<file path="src/rtl/dafilt_pkg.sv">
package dafilt_pkg;

    localparam int OCTET_W = 8;
    localparam int OCTETS  = 6;
    localparam int ADDR_W  = OCTET_W * OCTETS;
    localparam int GROUP_BIT = ADDR_W - OCTET_W;

    typedef struct packed {
        logic promisc;
        logic no_bcast;
        logic no_ucast;
        logic all_mcast;
    } rx_mode_t;

    typedef enum logic [1:0] {
        DA_UCAST = 2'd0,
        DA_MCAST = 2'd1,
        DA_BCAST = 2'd2
    } da_class_t;

    function automatic da_class_t classify(input logic [ADDR_W-1:0] a);
        if (&a)
            return DA_BCAST;
        else if (a[GROUP_BIT])
            return DA_MCAST;
        else
            return DA_UCAST;
    endfunction

endpackage

</file>
<file path="src/rtl/dafilt_collect.sv">
module dafilt_collect #(
    parameter int NB = 6,
    parameter int BW = 8
) (
    input  logic             clk,
    input  logic             rst,
    input  logic             start,
    input  logic             vld,
    input  logic [BW-1:0]    din,
    output logic [NB*BW-1:0] addr_next,
    output logic [NB*BW-1:0] addr_q,
    output logic             last
);
    localparam int AW = NB * BW;
    localparam int CW = $clog2(NB + 1);

    logic [CW-1:0] cnt;
    logic [CW-1:0] base_cnt;
    logic [AW-1:0] base_addr;
    logic          take;

    always_comb begin
        base_cnt  = start ? '0 : cnt;
        base_addr = start ? '0 : addr_q;
        take      = vld && (base_cnt < CW'(NB));
        addr_next = take ? {base_addr[AW-BW-1:0], din} : base_addr;
        last      = take && (base_cnt == CW'(NB - 1));
    end

    always_ff @(posedge clk) begin
        if (rst) begin
            cnt    <= '0;
            addr_q <= '0;
        end else begin
            cnt    <= take ? base_cnt + CW'(1) : base_cnt;
            addr_q <= addr_next;
        end
    end

    a_r9_count_bounded : assert property (@(posedge clk) disable iff (rst)
        cnt <= CW'(NB));

    a_r8_start_clears : assert property (@(posedge clk) disable iff (rst)
        (start && !vld) |=> (cnt == '0));

    a_r9_hold_when_full : assert property (@(posedge clk) disable iff (rst)
        (cnt == CW'(NB) && !start) |=> $stable(addr_q));

endmodule

</file>
<file path="src/rtl/dafilt_decide.sv">
module dafilt_decide
    import dafilt_pkg::*;
(
    input  logic [ADDR_W-1:0] addr,
    input  logic [ADDR_W-1:0] station,
    input  rx_mode_t          mode,
    output logic              accept
);
    logic [OCTETS-1:0] oct_eq;
    da_class_t         cls;
    logic              exact;

    for (genvar g = 0; g < OCTETS; g++) begin : g_oct
        assign oct_eq[g] = (addr[g*OCTET_W +: OCTET_W] == station[g*OCTET_W +: OCTET_W]);
    end

    always_comb begin
        cls   = classify(addr);
        exact = (&oct_eq) && !mode.no_ucast;
        if (mode.promisc)
            accept = 1'b1;
        else begin
            unique case (cls)
                DA_BCAST: accept = !mode.no_bcast;
                DA_MCAST: accept = mode.all_mcast;
                default:  accept = exact;
            endcase
        end
    end

endmodule

</file>
<file path="src/rtl/rx_da_filter.sv">
module rx_da_filter
    import dafilt_pkg::*;
(
    input  logic              clk,
    input  logic              rst,
    input  logic              frame_start,
    input  logic              byte_valid,
    input  logic [7:0]        byte_data,
    input  logic [47:0]       station_addr,
    input  logic              promisc,
    input  logic              no_bcast,
    input  logic              no_ucast,
    input  logic              all_mcast,
    output logic              done,
    output logic              accept
);
    logic [ADDR_W-1:0] addr_next;
    logic [ADDR_W-1:0] addr_q;
    logic              last_byte;
    logic              acc_comb;
    rx_mode_t          mode;

    assign mode = '{promisc: promisc, no_bcast: no_bcast,
                    no_ucast: no_ucast, all_mcast: all_mcast};

    dafilt_collect #(.NB(OCTETS), .BW(OCTET_W)) u_collect (
        .clk       (clk),
        .rst       (rst),
        .start     (frame_start),
        .vld       (byte_valid),
        .din       (byte_data),
        .addr_next (addr_next),
        .addr_q    (addr_q),
        .last      (last_byte)
    );

    dafilt_decide u_decide (
        .addr    (addr_next),
        .station (station_addr),
        .mode    (mode),
        .accept  (acc_comb)
    );

    always_ff @(posedge clk) begin
        if (rst) begin
            done   <= 1'b0;
            accept <= 1'b0;
        end else begin
            done   <= last_byte;
            accept <= last_byte && acc_comb;
        end
    end

    a_r12_accept_needs_done : assert property (@(posedge clk) disable iff (rst)
        !done |-> !accept);

    a_r1_done_single : assert property (@(posedge clk) disable iff (rst)
        done |=> !done);

    a_r1_done_after_byte : assert property (@(posedge clk) disable iff (rst)
        done |-> $past(byte_valid));

    a_r2_promisc_accepts : assert property (@(posedge clk) disable iff (rst)
        (done && $past(promisc)) |-> accept);

    a_r4_bcast_blocked : assert property (@(posedge clk) disable iff (rst)
        (done && (&addr_q) && $past(no_bcast) && !$past(promisc)) |-> !accept);

    a_r6_exact_disabled : assert property (@(posedge clk) disable iff (rst)
        (done && !addr_q[GROUP_BIT] && $past(no_ucast) && !$past(promisc)) |-> !accept);

    a_r7_mcast_gate : assert property (@(posedge clk) disable iff (rst)
        (done && addr_q[GROUP_BIT] && !(&addr_q) && !$past(promisc))
            |-> (accept == $past(all_mcast)));

endmodule

</file>
<file path="config.mk">
export PLATFORM = sky130hd
export DESIGN_NAME = rx_da_filter
export DESIGN_NICKNAME = d
export VERILOG_FILES = /design/src/rtl/dafilt_pkg.sv /design/src/rtl/dafilt_collect.sv /design/src/rtl/dafilt_decide.sv /design/src/rtl/rx_da_filter.sv
export SDC_FILE = /design/constraint.sdc
export NUM_CORES = 1
export LEC_CHECK = 0
export BUFFER_PORTS_ARGS = -buffer_cell sky130_fd_sc_hd__buf_2
export CORE_MARGIN = 2
export CORE_UTILIZATION = 62
export CTS_BUF_LIST = sky130_fd_sc_hd__clkbuf_2 sky130_fd_sc_hd__clkbuf_4 sky130_fd_sc_hd__clkbuf_8
export CTS_CLUSTER_DIAMETER = 100
export DETAILED_ROUTE_END_ITERATION = 7
export GPL_TIMING_DRIVEN = 1
export PLACE_DENSITY = 0.88
export SLEW_MARGIN = 20
export SYNTH_ARGS = -nofsm -noshare
export SYNTH_HDL_FRONTEND = slang
export SYNTH_SLANG_ARGS = --single-unit
</file>
<file path="constraint.sdc">
create_clock -name clk -period 6.8 [get_ports clk]
set_clock_uncertainty 0.05 [all_clocks]
set_input_delay 0.34 -clock clk [delete_from_list [all_inputs] [get_ports clk]]
set_output_delay 0.34 -clock clk [all_outputs]
set_load 0.005 [all_outputs]
</file>
==> flow_summary.toml <==
[setup_path]
cp_num_cells = 8
rrSetupSlack_ns = 3.81
crit_slowest_cell = "buf_2"
required_ns = 6.98
path_max_fanout = 61
cp-end-kind = "flop"
worst_r2r_endpoint = "accept"
slowest_delay_ns = 0.70
endpoint = "accept"
worst-path-buf-inv = 1
cp.arrival_ns = 3.30
criticalPathCategory = "in -> reg"
crit_chain = "buf_2 > and3b_1 > nand2b_1 > mux2i_1 > a221o_1 > nor4_1 > nand4_1 > o31ai_1"
crit_family = "simple AND/OR/NAND/NOR gates"
r2r_cells = 7
r2r_start = "u_collect.cnt[2]"
crit_start = "frame_start"
cp-start-kind = "primary input"

[floorplan]
chipHeight_um = 76.7
num_rows = 26
core_area_um2 = 5110
dieWidth_um = 76.7
ios = 66
dieArea_um2 = 5890
initial_core_util_pct = 64.2

[routing]
drc = 0
via_count = 3130
viasPerCell = 6.04
wl_um = 9210
drtAntennaViolNets = 0
drtIter0Drc = 362
post_drt_wl_per_cell_um = 17.8
firstDrtPassIters = 5

[yosys]
synth_most_common_cell = "nand2_1"
synth.top_cells.by_area = "dfxtp_1, mux2i_1, nand2_1"
synth_ff_type = "dfxtp_1"
yosysSeqAreaShare_pct = 32.4
ys_ff_latch = 53
synth_nets = 461
async_flop_share_pct = 0
synth_cell_types = 64
yosys_warnings = 0
syn_area_um2 = 3280
yosysTopAreaCell = "dfxtp_1"
netlist.area_leader.share_pct = 32.4
netlist_instances = 395
syn_avg_cell_area_um2 = 8.30
synthTopCellsByCount = "nand2_1, dfxtp_1, nor2_1, mux2i_1, a21oi_1"
synth_edf_count = 0

[sta]
tns_ns = 0
fin_crit_sh_pct = 45.8
slew_viol_final = 0
max_slew.worst_pin.slew_ns = 0.942
layout_setup_ws_ns = 3.69
setup_viol = 0
rsz0062_at_grt = "no"
slew_headroom_pct = 37.2
hold_viol_final = 0
finalCriticalPeriod_ns = 3.11
clock.fmax_ghz = 0.321

[clock_network]
clockBufferDepth = 2
hold_buffers = 0
cts-root-buf = "clkbuf_8"
clk_pin_slew_worst_paths_ns = 0.10
h-tree-depth = 2
post-cts-setup-buffers = 0
clk_latency_ns = 0.31
cts_tree = "yes"
cts_buffers = 5
clock-sinks = 53
cts_resized = 0

[grt]
grt_pass1_wl_um = 14700
grt_pass1_vias = 3000
grt_usage_pct = 31.6
grt_max_degree = 62
grt_overflow = 0
antenna_found_initial = 0

[min_path]
min_path_type = "in -> reg"

[layout]
finalNonFillerCells = 518
drive_above_1_share_pct = 19.6
nets = 513
n_antenna_cell = 0
area_growth_pct = 12.4

[placement]
dpl_worst_slack_ns = 3.42
gp_congestion = 0.992
hpwlAfterDp_um = 6950
port_buffers = 65
dpl.cell_count = 510

[job]
drv_cap = 0

[power]
p_leak_nw = 1.42
p_per_area_nw_per_um2 = 173
ir_worst_vdd_mv = 0.175

[run_status]
status = "finished, final reports clean"
[registers in the layout, indices dropped and copies added (netlist names)]
signal / cells
u_collect.addr_q: 48
u_collect.cnt: 3
accept: 1
done: 1
[placed cells by master, fill, tap and decap left out, types with 6 or more instances in the layout]
| cell | count |
|---|---|
| a21oi_1 | 21 |
| buf_2 | 65 |
| clkbuf_8 | 6 |
| dfxtp_1 | 53 |
| inv_1 | 8 |
| mux2i_1 | 31 |
| nand2_1 | 56 |
| nand2b_1 | 17 |
| nand3_1 | 7 |
| nand4_1 | 12 |
| nor2_1 | 37 |
| nor2b_1 | 13 |
| nor3_1 | 8 |
| nor4_1 | 10 |
| xnor2_1 | 16 |
| xor2_1 | 16 |
[how the worst min path moves through the flow]
stage	startpoint	end	slack [ns]	depth (start not counted)
2_1_floorplan	rst	u_collect.addr_q[0]	0.36	1
3_3_place_gp	u_collect.addr_q[31]	u_collect.addr_q[31]	0.41	2
3_5_place_dp	u_collect.addr_q[43]	u_collect.addr_q[43]	0.42	2
4_1_cts	promisc	accept	0.22	3
5_1_grt	promisc	accept	0.22	3
6_report	promisc	accept	0.22	3
[cell families after synthesis]
| group | count (synthesis) | synth area share (%) |
|---|---|---|
| xor+xnor | 32 | 8.55 |
| simple gates | 178 | 27.4 |
| compound gates | 64 | 14.1 |
| flops | 53 | 32.4 |
| mux | 34 | 11.2 |
| buf+inv | 32 | 5.61 |
| fa+ha+maj | 2 | 0.763 |
[through the flow]
| step | hold WS (ns) | power (W) | area, um2 | util [%] |
|---|---|---|---|---|
| CTS | 0.217 | 0.000636 | 3680 | 72.1 |
| detailed placement | 0.420 | 0.000413 | 3560 | 69.8 |
| global route | 0.221 | 0.000653 | 3680 | 72.1 |
| finish | 0.224 | 0.000637 | 3680 | 72.1 |
| global placement | 0.414 | 0.000412 | 3560 | 69.8 |
| floorplan | 0.362 | 0.000380 | 3280 | - |
[power by group]
| group | internal (W) | total [W] | switching [W] | leakage, nW |
|---|---|---|---|---|
| registers | 0.000314 | 0.000318 | 0.00000390 | 0.429 |
| clock network | 0.000124 | 0.000230 | 0.000106 | 0.0619 |
| logic | 0.0000380 | 0.0000896 | 0.0000516 | 0.925 |
[layout make-up]
type / instances / area [um2]
multi-input cells: 310 / 2030
fillers: 431 / 1420
flip-flops and latches: 53 / 1060
repair buffers: 68 / 348
clock buffers: 7 / 90.1
well taps: 70 / 87.6
inverters: 9 / 33.8
clock inverters: 1 / 30.0
[layer usage]
layer / track usage [%] / wire, um
met5: 0 / 0
met4: 13.3 / 360
met3: 5.53 / 786
met2: 50.9 / 4340
met1: 41.8 / 3720
[tightest hold or removal path: cells and delay by family]
kind / cells / cell delay (ns)
AO/OA/AOI/OAI: 2 / 0.12
buffers and inverters: 1 / 0.10
(Power assumes the default switching activity.)
